$ cat config.mk
export PLATFORM = sky130hd
export DESIGN_NAME = nand_cmd_seq
export DESIGN_NICKNAME = d
export VERILOG_FILES = /design/src/rtl/nand_seq_pkg.sv /design/src/rtl/nand_seq_dp.sv /design/src/rtl/nand_seq_ctrl.sv /design/src/rtl/nand_cmd_seq.sv
export SDC_FILE = /design/constraint.sdc
export NUM_CORES = 1
export LEC_CHECK = 0
export BUFFER_PORTS_ARGS = -buffer_cell sky130_fd_sc_hd__buf_2
export CAP_MARGIN = 40
export CELL_PAD_IN_SITES_DETAIL_PLACEMENT = 1
export CELL_PAD_IN_SITES_GLOBAL_PLACEMENT = 2
export CORE_ASPECT_RATIO = 1.1
export CORE_MARGIN = 10
export CORE_UTILIZATION = 32
export DETAILED_ROUTE_END_ITERATION = 10
export PLACE_DENSITY = 0.86
export SETUP_SLACK_MARGIN = 0.05
export SLEW_MARGIN = 15
export SYNTH_ARGS = -nofsm -noshare
export SYNTH_HDL_FRONTEND = slang
export SYNTH_HIERARCHICAL = 1
export SYNTH_SLANG_ARGS = --single-unit
export TNS_END_PERCENT = 20
$ cat constraint.sdc
create_clock -name clk -period 2.4 [get_ports clk]
set_input_delay 0.48 -clock clk [delete_from_list [all_inputs] [get_ports clk]]
set_output_delay 0.48 -clock clk [all_outputs]
set_load 0.005 [all_outputs]
$ cat src/rtl/nand_seq_pkg.sv
package nand_seq_pkg;

  typedef enum logic [2:0] {
    OP_READ   = 3'd0,
    OP_PROG   = 3'd1,
    OP_ERASE  = 3'd2,
    OP_STATUS = 3'd3,
    OP_ID     = 3'd4
  } nandOp_e;

  // strobes from control to datapath
  typedef struct packed {
    logic       startWr;
    logic       startRd;
    logic       cle;
    logic       ale;
    logic [7:0] txByte;
    logic       waitClr;
    logic       selOn;
  } seqStrobe_t;

  localparam logic [7:0] CMD_RD_LOW     = 8'h00;
  localparam logic [7:0] CMD_RD_HIGH    = 8'h01;
  localparam logic [7:0] CMD_RD_SPARE   = 8'h50;
  localparam logic [7:0] CMD_PROG_SETUP = 8'h80;
  localparam logic [7:0] CMD_PROG_GO    = 8'h10;
  localparam logic [7:0] CMD_ERASE_SET  = 8'h60;
  localparam logic [7:0] CMD_ERASE_GO   = 8'hD0;
  localparam logic [7:0] CMD_STATUS     = 8'h70;
  localparam logic [7:0] CMD_IDENT      = 8'h90;
  localparam logic [7:0] ID_MAKER       = 8'hEC;
  localparam logic [7:0] ID_PART        = 8'h73;

endpackage

$ cat src/rtl/nand_seq_dp.sv
module nand_seq_dp
  import nand_seq_pkg::*;
#(
  parameter int PHASE_LO  = 2,
  parameter int PHASE_HI  = 2,
  parameter int GUARD     = 8,
  parameter int TMO_LIMIT = 100000
) (
  input  logic       clk,
  input  logic       rstN,
  input  seqStrobe_t strb,
  output logic       cycDone,
  output logic [7:0] rxByte,
  output logic       rbReady,
  output logic       tmoHit,
  output logic       ceN,
  output logic       cle,
  output logic       ale,
  output logic       weN,
  output logic       reN,
  output logic [7:0] dqOut,
  output logic       dqOe,
  input  logic [7:0] dqIn,
  input  logic       rbIn
);

  localparam int PMAX = (PHASE_LO > PHASE_HI) ? PHASE_LO : PHASE_HI;
  localparam int PW   = $clog2(PMAX + 1);
  localparam int TW   = $clog2(TMO_LIMIT + 1);

  logic          active, lowPhase, isRead;
  logic [PW-1:0] phCnt;
  logic [1:0]    rbSync;
  logic [TW-1:0] waitCnt;

  // bus cycle engine: low phase, then high phase, then done pulse
  always_ff @(posedge clk or negedge rstN) begin
    if (!rstN) begin
      active   <= 1'b0;
      lowPhase <= 1'b0;
      isRead   <= 1'b0;
      phCnt    <= '0;
      weN      <= 1'b1;
      reN      <= 1'b1;
      cle      <= 1'b0;
      ale      <= 1'b0;
      dqOut    <= '0;
      dqOe     <= 1'b0;
      rxByte   <= '0;
      cycDone  <= 1'b0;
      ceN      <= 1'b1;
    end else begin
      cycDone <= 1'b0;
      ceN     <= !strb.selOn;
      if (!active) begin
        if (strb.startWr || strb.startRd) begin
          active   <= 1'b1;
          lowPhase <= 1'b1;
          isRead   <= strb.startRd;
          phCnt    <= PW'(PHASE_LO - 1);
          weN      <= !strb.startWr;
          reN      <= !strb.startRd;
          cle      <= strb.cle;
          ale      <= strb.ale;
          dqOut    <= strb.txByte;
          dqOe     <= strb.startWr;
        end
      end else if (phCnt != '0) begin
        phCnt <= phCnt - 1'b1;
      end else if (lowPhase) begin
        lowPhase <= 1'b0;
        phCnt    <= PW'(PHASE_HI - 1);
        weN      <= 1'b1;
        reN      <= 1'b1;
        if (isRead) rxByte <= dqIn;
      end else begin
        active  <= 1'b0;
        cycDone <= 1'b1;
        cle     <= 1'b0;
        ale     <= 1'b0;
        dqOe    <= 1'b0;
      end
    end
  end

  // busy-line synchroniser and shared guard/timeout counter
  always_ff @(posedge clk or negedge rstN) begin
    if (!rstN) begin
      rbSync  <= 2'b11;
      waitCnt <= '0;
    end else begin
      rbSync <= {rbSync[0], rbIn};
      if (strb.waitClr)                 waitCnt <= '0;
      else if (waitCnt != TW'(TMO_LIMIT)) waitCnt <= waitCnt + 1'b1;
    end
  end

  assign rbReady = (waitCnt >= TW'(GUARD)) && rbSync[1];
  assign tmoHit  = (waitCnt == TW'(TMO_LIMIT)) && !rbSync[1];


  cle_ale_excl_chk: assert property (@(posedge clk) disable iff (!rstN) !(cle && ale));

  strobe_excl_chk: assert property (@(posedge clk) disable iff (!rstN) !(!weN && !reN));

  we_drive_chk: assert property (@(posedge clk) disable iff (!rstN) !weN |-> dqOe);

  sel_cover_chk: assert property (@(posedge clk) disable iff (!rstN) (!weN || !reN) |-> !ceN);

endmodule

$ cat src/rtl/nand_seq_ctrl.sv
module nand_seq_ctrl
  import nand_seq_pkg::*;
#(
  parameter int PAGE_BYTES = 528,
  parameter int LW         = $clog2(PAGE_BYTES + 1)
) (
  input  logic          clk,
  input  logic          rstN,
  input  logic          reqValid,
  output logic          reqReady,
  input  logic [2:0]    reqOp,
  input  logic [1:0]    reqArea,
  input  logic [7:0]    reqCol,
  input  logic [15:0]   reqRow,
  input  logic [LW-1:0] reqLen,
  input  logic          wrValid,
  output logic          wrReady,
  input  logic [7:0]    wrData,
  output logic          rdValid,
  input  logic          rdReady,
  output logic [7:0]    rdData,
  output logic          resValid,
  output logic          resFail,
  output logic          resTimeout,
  output logic [7:0]    resStatus,
  output seqStrobe_t    strb,
  input  logic          cycDone,
  input  logic [7:0]    rxByte,
  input  logic          rbReady,
  input  logic          tmoHit
);

  typedef enum logic [3:0] {
    S_IDLE, S_CMD, S_ADDR, S_WDATA, S_CONF, S_WAIT,
    S_RDATA, S_RHOLD, S_SCMD, S_SRD, S_DONE
  } seqState_e;

  seqState_e     st;
  nandOp_e       op;
  logic [1:0]    area;
  logic [7:0]    col;
  logic [15:0]   row;
  logic [LW-1:0] left;
  logic [1:0]    addrIdx;
  logic          inFlight, idSecond, failQ, tmoQ;
  logic [7:0]    statQ;
  logic [7:0]    cmdByte, addrByte, confByte;
  logic          lastAddr, issue;

  always_comb begin
    case (op)
      OP_READ:  cmdByte = (area == 2'd1) ? CMD_RD_HIGH :
                          (area == 2'd2) ? CMD_RD_SPARE : CMD_RD_LOW;
      OP_PROG:  cmdByte = CMD_PROG_SETUP;
      OP_ERASE: cmdByte = CMD_ERASE_SET;
      OP_ID:    cmdByte = CMD_IDENT;
      default:  cmdByte = CMD_STATUS;
    endcase
    case (addrIdx)
      2'd0:    addrByte = (op == OP_ID) ? 8'h00 : col;
      2'd1:    addrByte = row[7:0];
      default: addrByte = row[15:8];
    endcase
    confByte = (op == OP_PROG) ? CMD_PROG_GO : CMD_ERASE_GO;
    lastAddr = (op == OP_ID) ? (addrIdx == 2'd0) : (addrIdx == 2'd2);
  end

  assign issue = !inFlight;

  always_comb begin
    strb         = '0;
    strb.selOn   = (st != S_IDLE) && (st != S_DONE);
    strb.waitClr = (st != S_WAIT);
    case (st)
      S_CMD:   begin strb.startWr = issue; strb.cle = 1'b1; strb.txByte = cmdByte;    end
      S_ADDR:  begin strb.startWr = issue; strb.ale = 1'b1; strb.txByte = addrByte;   end
      S_WDATA: begin strb.startWr = issue && wrValid;      strb.txByte = wrData;      end
      S_CONF:  begin strb.startWr = issue; strb.cle = 1'b1; strb.txByte = confByte;   end
      S_SCMD:  begin strb.startWr = issue; strb.cle = 1'b1; strb.txByte = CMD_STATUS; end
      S_RDATA, S_SRD: strb.startRd = issue;
      default: ;
    endcase
  end

  assign reqReady   = (st == S_IDLE);
  assign wrReady    = (st == S_WDATA) && !inFlight;
  assign rdValid    = (st == S_RHOLD);
  assign rdData     = rxByte;
  assign resValid   = (st == S_DONE);
  assign resFail    = failQ;
  assign resTimeout = tmoQ;
  assign resStatus  = statQ;

  always_ff @(posedge clk or negedge rstN) begin
    if (!rstN) begin
      st       <= S_IDLE;
      op       <= OP_STATUS;
      area     <= '0;
      col      <= '0;
      row      <= '0;
      left     <= '0;
      addrIdx  <= '0;
      inFlight <= 1'b0;
      idSecond <= 1'b0;
      failQ    <= 1'b0;
      tmoQ     <= 1'b0;
      statQ    <= '0;
    end else begin
      if (strb.startWr || strb.startRd) inFlight <= 1'b1;
      else if (cycDone)                 inFlight <= 1'b0;
      case (st)
        S_IDLE: if (reqValid) begin
          op       <= (reqOp > 3'd4) ? OP_STATUS : nandOp_e'(reqOp);
          area     <= reqArea;
          col      <= reqCol;
          row      <= reqRow;
          left     <= (reqLen > LW'(PAGE_BYTES)) ? LW'(PAGE_BYTES) : reqLen;
          failQ    <= 1'b0;
          tmoQ     <= 1'b0;
          statQ    <= '0;
          idSecond <= 1'b0;
          st       <= S_CMD;
        end
        S_CMD: if (cycDone) begin
          addrIdx <= (op == OP_ERASE) ? 2'd1 : 2'd0;
          st      <= (op == OP_STATUS) ? S_SRD : S_ADDR;
        end
        S_ADDR: if (cycDone) begin
          if (!lastAddr) addrIdx <= addrIdx + 2'd1;
          else begin
            case (op)
              OP_READ:  st <= S_WAIT;
              OP_PROG:  st <= (left == '0) ? S_CONF : S_WDATA;
              OP_ERASE: st <= S_CONF;
              default:  begin left <= LW'(2); st <= S_RDATA; end
            endcase
          end
        end
        S_WDATA: if (cycDone) begin
          left <= left - 1'b1;
          if (left == LW'(1)) st <= S_CONF;
        end
        S_CONF: if (cycDone) st <= S_WAIT;
        S_WAIT: begin
          if (tmoHit) begin
            failQ <= 1'b1;
            tmoQ  <= 1'b1;
            st    <= S_DONE;
          end else if (rbReady) begin
            if (op == OP_READ) st <= (left == '0) ? S_DONE : S_RDATA;
            else               st <= S_SCMD;
          end
        end
        S_RDATA: if (cycDone) st <= S_RHOLD;
        S_RHOLD: if (rdReady) begin
          left <= left - 1'b1;
          if (op == OP_ID) begin
            idSecond <= 1'b1;
            if (rxByte != (idSecond ? ID_PART : ID_MAKER)) failQ <= 1'b1;
          end
          st <= (left == LW'(1)) ? S_DONE : S_RDATA;
        end
        S_SCMD: if (cycDone) st <= S_SRD;
        S_SRD: if (cycDone) begin
          statQ <= rxByte;
          failQ <= rxByte[0];
          st    <= S_DONE;
        end
        default: st <= S_IDLE;
      endcase
    end
  end


  res_pulse_chk: assert property (@(posedge clk) disable iff (!rstN) resValid |=> !resValid);

  accept_chk: assert property (@(posedge clk) disable iff (!rstN) (reqValid && reqReady) |=> !reqReady);

  rd_hold_chk: assert property (@(posedge clk) disable iff (!rstN)
    (rdValid && !rdReady) |=> (rdValid && $stable(rdData)));

  tmo_end_chk: assert property (@(posedge clk) disable iff (!rstN)
    ((st == S_WAIT) && tmoHit) |=> (resValid && resTimeout && resFail));

endmodule

$ cat src/rtl/nand_cmd_seq.sv
module nand_cmd_seq
  import nand_seq_pkg::*;
#(
  parameter int PHASE_LO   = 2,
  parameter int PHASE_HI   = 2,
  parameter int GUARD      = 8,
  parameter int TMO_LIMIT  = 100000,
  parameter int PAGE_BYTES = 528,
  parameter int LW         = $clog2(PAGE_BYTES + 1)
) (
  input  logic          clk,
  input  logic          rstN,
  input  logic          reqValid,
  output logic          reqReady,
  input  logic [2:0]    reqOp,
  input  logic [1:0]    reqArea,
  input  logic [7:0]    reqCol,
  input  logic [15:0]   reqRow,
  input  logic [LW-1:0] reqLen,
  input  logic          wrValid,
  output logic          wrReady,
  input  logic [7:0]    wrData,
  output logic          rdValid,
  input  logic          rdReady,
  output logic [7:0]    rdData,
  output logic          resValid,
  output logic          resFail,
  output logic          resTimeout,
  output logic [7:0]    resStatus,
  output logic          nandCeN,
  output logic          nandCle,
  output logic          nandAle,
  output logic          nandWeN,
  output logic          nandReN,
  output logic [7:0]    nandDqOut,
  output logic          nandDqOe,
  input  logic [7:0]    nandDqIn,
  input  logic          nandRbIn
);

  seqStrobe_t strb;
  logic       cycDone, rbReady, tmoHit;
  logic [7:0] rxByte;

  nand_seq_ctrl #(.PAGE_BYTES(PAGE_BYTES), .LW(LW)) u_ctrl (
    .clk(clk), .rstN(rstN),
    .reqValid(reqValid), .reqReady(reqReady), .reqOp(reqOp), .reqArea(reqArea),
    .reqCol(reqCol), .reqRow(reqRow), .reqLen(reqLen),
    .wrValid(wrValid), .wrReady(wrReady), .wrData(wrData),
    .rdValid(rdValid), .rdReady(rdReady), .rdData(rdData),
    .resValid(resValid), .resFail(resFail), .resTimeout(resTimeout), .resStatus(resStatus),
    .strb(strb), .cycDone(cycDone), .rxByte(rxByte), .rbReady(rbReady), .tmoHit(tmoHit)
  );

  nand_seq_dp #(.PHASE_LO(PHASE_LO), .PHASE_HI(PHASE_HI), .GUARD(GUARD), .TMO_LIMIT(TMO_LIMIT)) u_dp (
    .clk(clk), .rstN(rstN), .strb(strb),
    .cycDone(cycDone), .rxByte(rxByte), .rbReady(rbReady), .tmoHit(tmoHit),
    .ceN(nandCeN), .cle(nandCle), .ale(nandAle), .weN(nandWeN), .reN(nandReN),
    .dqOut(nandDqOut), .dqOe(nandDqOe), .dqIn(nandDqIn), .rbIn(nandRbIn)
  );

endmodule

### Word level (Yosys, flattened, before mapping)

Index checks and enable logic that the tools add are counted.

* register bits after elaboration: 104
* input port bits: 61
* output and inout bits: 36
* word-level logic and storage cells: 218

* $add $sub $neg: 4
* order comparisons: 3
* equal/unequal tests: 45
* muxes and demuxes: 93
* bitwise logic cells: 2
* reduce and logical (&&, ||, !) cells: 44

Operator list (count)
* two-way mux 10 bit: 7
* two-way mux 4 bit: 17
* two-way mux 8 bit: 6
* case mux 10 bit (4 select lines): 1
* case mux 4 bit (10 select lines): 1
* case mux 8 bit (5 select lines): 1
* two-way mux 1 bit: 39
* two-way mux 17 bit: 2
* case mux 8 bit (2 select lines): 2
* case mux 8 bit (4 select lines): 1
* != test 2 x 1 -> 1 bit (second input constant): 11
* adder 17 x 1 -> 17 bit (second input constant): 1
* equality test 17 bit (second input constant): 1
* >= comparator 17 x 4 -> 1 bit (second input constant): 1
* != test 17 bit (second input constant): 1
* equality test 4 x 3 -> 1 bit (second input constant): 4
* != test 2 bit (second input constant): 8
* nonzero test 2 bit: 8
* two-way mux 2 bit: 7
* AND reduction 7 bit: 2
* equality test 4 bit (second input constant): 3
* case mux 4 bit (3 select lines): 1
* AND reduction 12 bit: 1
* AND reduction 3 bit: 4
* 36 further kinds: 61

### Logic depth before layout (Yosys ltp)

* word-level depth: 6
* gate-level depth with buffers: 10
* gate-level depth less buffers: 9

### Hierarchy

The synthesis kept the hierarchy.

By module, submodules not included
* nand_seq_ctrl: times used 1, cells each 363, area each 3398.3 µm²
* nand_seq_dp: times used 1, cells each 174, area each 2040.7 µm²

### Least setup slack after synthesis

OpenSTA, ideal clock, no wires.

* kind: reg-to-reg
* start: register u_dp.waitCnt[4]
* end: register u_ctrl.st[1]
* arrival: 2.432 ns
* setup slack: -0.170 ns
* cell stages (with the launch flop): 8
* cell sequence: dfrtp_1 -> or4_4 -> nor4_4 -> nor2b_1 -> o32ai_1 -> a211o_1 -> a2111oi_0 -> a21oi_1

* cells in the longest elaborated chain, start to end: 4

RTL lines
* start, declared: line nand_seq_dp.sv:34 `logic [TW-1:0] waitCnt;`
* start signal, assigned: line nand_seq_dp.sv:94 `else if (waitCnt != TW'(TMO_LIMIT)) waitCnt <= waitCnt + 1'b1;`
* equality test 17 bit *: line nand_seq_dp.sv:99 `assign tmoHit = (waitCnt == TW'(TMO_LIMIT)) && !rbSync[1];`
* logical AND 1 bit *: line nand_seq_dp.sv:99
* named net tmoHit: line nand_cmd_seq.sv:42 `logic cycDone, rbReady, tmoHit;`
* != test 3 bit (no source line) or two-way mux 4 bit (tied branches)
* AND reduction 12 bit (no source line) or case mux 4 bit (10 select lines) (tied branches)
* end signal, assigned: line nand_seq_ctrl.sv:126 `st <= (op == OP_STATUS) ? S_SRD : S_ADDR;`
* end signal, assigned: line nand_seq_ctrl.sv:133 `OP_PROG: st <= (left == '0) ? S_CONF : S_WDATA;`
* end signal, assigned: line nand_seq_ctrl.sv:150 `if (op == OP_READ) st <= (left == '0) ? S_DONE : S_RDATA;`
* end, declared: line nand_seq_ctrl.sv:38 `seqState_e st;`

The timed path passes the listed nets; every way through them passes the cells marked *.
A chain may end at the register's enable or synchronous reset.

### Final worst setup path

* start: register u_dp.waitCnt[3]
* end: register u_ctrl.st[2]

The elaborated chain is that of the path after synthesis.

==> load_flow_metrics.sql <==
INSERT INTO impl_metrics (metric_group, metric, value, unit) VALUES
('cells_and_area', 'final_cell_mix', 'sky130_fd_sc_hd__buf_2, sky130_fd_sc_hd__dfrtp_1, sky130_fd_sc_hd__buf_4, sky130_fd_sc_hd__nor2_1, sky130_fd_sc_hd__mux2_2', ''),
('cells_and_area', 'ff_latch_area', '2610', 'um^2'),
('cts', 'cts-htree-levels', '3', ''),
('synthesis', 'area_of_the_mapped_netlist', '5440', 'um^2'),
('cells_and_area', 'antenna-diode-count', '0', ''),
('setup_path', 'crit_arrival', '2710', 'ps'),
('synthesis', 'synth_sequential_area_ratio', '48.0', '%'),
('min_path', 'worstHoldPathType', 'input port to asynchronous set/reset pin', ''),
('sta', 'timing_hold_violations_final', '0', ''),
('job', 'max_cap_violation_count', '0', ''),
('global_route', 'number_of_antenna_violations_at_the_first_check_in_global_routing', '0', ''),
('placement', 'placement.setup.worst_slack', '-3.07', 'ps'),
('sta', 'setup_viol', '1', ''),
('cts', 'tritoncts_num_sinks', '104', ''),
('sta', 'finalSetupTns', '-24.1', 'ps'),
('cts', 'ctsRootBufferMaster', 'sky130_fd_sc_hd__clkbuf_16', ''),
('floorplanning', 'start_util', '33.0', '%'),
('global_route', 'overflow', '0', ''),
('drt', 'finalWirelength', '17.3', 'mm'),
('floorplanning', 'fp-row-count', '49', ''),
('setup_path', 'timing.reg2reg.worst_path_depth', '8', ''),
('sta', 'postLayoutSetupSlackWorst', '-24.1', 'ps'),
('sta', 'max_freq', '413', 'MHz'),
('drt', 'post_drt_via_cell_ratio', '5.48', ''),
('cells_and_area', 'layout-area-overhead-vs-synth', '25.9', '%'),
('power_and_ir_drop', 'vdd_drop_max', '0.492', 'mV'),
('floorplanning', 'chip_width', '144', 'um'),
('floorplanning', 'design.portCount', '97', ''),
('sta', 'transition_time_of_the_tightest_slew_check_pin', '633', 'ps'),
('setup_path', 'critical-path-slowest-cell', 'sky130_fd_sc_hd__or4_4', ''),
('outcome', 'violated_checks', 'negative setup slack', ''),
('global_route', 'grt_max_degree', '36', ''),
('setup_path', 'critical_path.startpoint', 'u_dp/waitCnt[3]$_DFFE_PN0P_', ''),
('setup_path', 'setup.worst_path.start_class', 'register', ''),
('synthesis', 'ys_types', '70', ''),
('placement', 'dp_hpwl', '12.7', 'mm'),
('sta', 'setup_repair_after_global_routing_missed_its_margin', 'yes', ''),
('drt', 'route.antenna.remaining_nets', '0', ''),
('placement', 'gpl.final_weighted_congestion', '0.886', ''),
('setup_path', 'crit_buf_inv', '1', ''),
('outcome', 'run_status', 'finished, violations left', ''),
('setup_path', 'critical-path-top-delay-family', 'simple AND/OR/NAND/NOR gates', ''),
('cells_and_area', 'layout.filler_cells', '1869', ''),
('cts', 'tritoncts', 'yes', ''),
('global_route', 'grt_pass1_wl', '27.9', 'mm'),
('setup_path', 'rr_startpoint', 'u_dp/waitCnt[3]$_DFFE_PN0P_', ''),
('setup_path', 'setup.worst_path.end_class', 'register', ''),
('setup_path', 'timing.critical_path.fanout_max', '4', ''),
('global_route', 'grt_pass1_vias', '5235', ''),
('synthesis', 'postSynthCellCount', '537', ''),
('cts', 'clk-insertion-delay-late', '360', 'ps'),
('power_and_ir_drop', 'power.density_cell_area', '1250', 'nW/um^2'),
('sta', 'final_min_period_over_clock_period', '101', '%'),
('sta', 'timing_max_transition_violations_final', '0', ''),
('sta', 'final.min_clock_period', '2420', 'ps'),
('placement', 'numPortBuffers', '96', ''),
('cells_and_area', 'multiInputGateArea', '2690', 'um^2'),
('setup_path', 'worst-setup-path-type', 'register to register', ''),
('synthesis', 'dominantRegCellSynth', 'sky130_fd_sc_hd__dfrtp_1', ''),
('power_and_ir_drop', 'static-leakage-power', '0.00307', 'uW'),
('sta', 'worst_slew_margin_rel', '57.6', '%'),
('floorplanning', 'die-height', '157', 'um'),
('synthesis', 'number_of_synthesized_flops_with_an_enable_pin', '0', ''),
('cts', 'cts_hold_buffers_added', '0', ''),
('sta', 'hold_slack', '82.9', 'ps'),
('setup_path', 'rrSetupSlack', '-20', 'ps'),
('cells_and_area', 'layout.nets', '732', ''),
('drt', 'route.detailed.drc', '0', ''),
('setup_path', 'crit_path_cell_trace', 'or4_4, nor4_4, nor2b_4, o32ai_2, a211o_1, buf_6, a21oi_4, a2bb2oi_2', ''),
('synthesis', 'yosysTopAreaCell', 'sky130_fd_sc_hd__dfrtp_1', ''),
('drt', 'length_of_the_first_detailed_routing_pass_in_iterations', '6', '');
## synthesized netlist by cell type, drive strengths merged (2+ instances only)
library cell  number
nand4b             4
nand3              7
or3b               2
a21oi             33
nor3b              5
nand2b             8
a211oi             3
o21bai             2
nor2              52
o211ai             2
o21ai             35
o21a               2
nand4              6
nor2b              7
a32oi              2
o31ai              2
o221ai             3
a221oi             2
nor3              21
dfstp              7
or4                6
clkbuf            19
a22o              10
and2               5
or2                3
nand2             38
mux2              44
and4               2
xor2               6
a2bb2oi            2
inv               15
a222oi             8
nor4               8
ha                 8
a31oi              5
xnor2              6
o22ai              3
and3               3
buf               19
a211o              2
dfrtp             97
mux2i              3
a22oi              3
## layout make-up
cell class                 count  area share [%]
clock buffer                  11            3.55
tap                          204            3.73
multi-input combinational    382            39.3
timing repair buffer         151            13.5
clock inverter                 5           0.932
sequential                   104            38.2
inverter                      15           0.822
## flip-flops by register name (all words and copies together) (netlist names), 2 cells and up
register / flops
u_dp/waitCnt: 17
u_ctrl/row: 16
u_ctrl/left: 10
u_ctrl/col: 8
u_ctrl/resStatus: 8
u_dp/dqOut: 8
u_dp/rxByte: 8
u_ctrl/st: 4
u_ctrl/op: 3
u_ctrl/addrIdx: 2
u_ctrl/area: 2
u_dp/phCnt: 2
u_dp/rbSync: 2
## worst paths after layout
check,endpoint
max,u_ctrl/st[2]$_DFFE_PN0P_
min,u_ctrl/left[1]$_DFFE_PN0P_
max reg2reg,u_ctrl/st[2]$_DFFE_PN0P_
min reg2reg,u_dp/rbSync[1]$_DFF_PN1_
max in group asynchronous,u_ctrl/row[6]$_DFFE_PN0P_
min in group clk,u_dp/rbSync[0]$_DFF_PN1_
## cells by family after synthesis
family	after synthesis	share of synthesized area, %
compound gates	129	15.9
xor+xnor	12	1.93
fa+ha+maj	8	1.84
buf+inv	53	4.69
flops	104	48.0
mux	47	9.66
simple gates	184	18.0
## power breakdown
| group | internal [uW] | switching, uW | total, uW |
|---|---|---|---|
| combinational | 1890 | 2180 | 4060 |
| clock | 850 | 709 | 1560 |
| sequential | 2390 | 543 | 2930 |
| total | 5130 | 3430 | 8550 |
## timing repair
item,in CTS,in global routing
gates cloned,2,0
gates resized for setup,3,19
pin swaps,1,7
setup buffers,2,8
endpoints found under the setup margin,12,28
## per-layer routing
metal / global-route usage, % / share of wire [%]
met4: 5.54 / 2.0
met1: 18.2 / 43
met2: 26.5 / 51
met5: 0 / 0
met3: 3.21 / 4.6
## through the flow
step                      area, um^2  total power (uW)  std cells  utilization [%]
after detailed placement        6360              6650        844             38.6
after CTS                       6710              8370        864             40.7
final                           6850              8550        872             41.5
after floorplan                 5460              5320        537                -
after global placement          6360              6460        844             38.6
after global routing            6850              9140        872             41.5
Note: power is estimated with default switching activity, not from simulation.
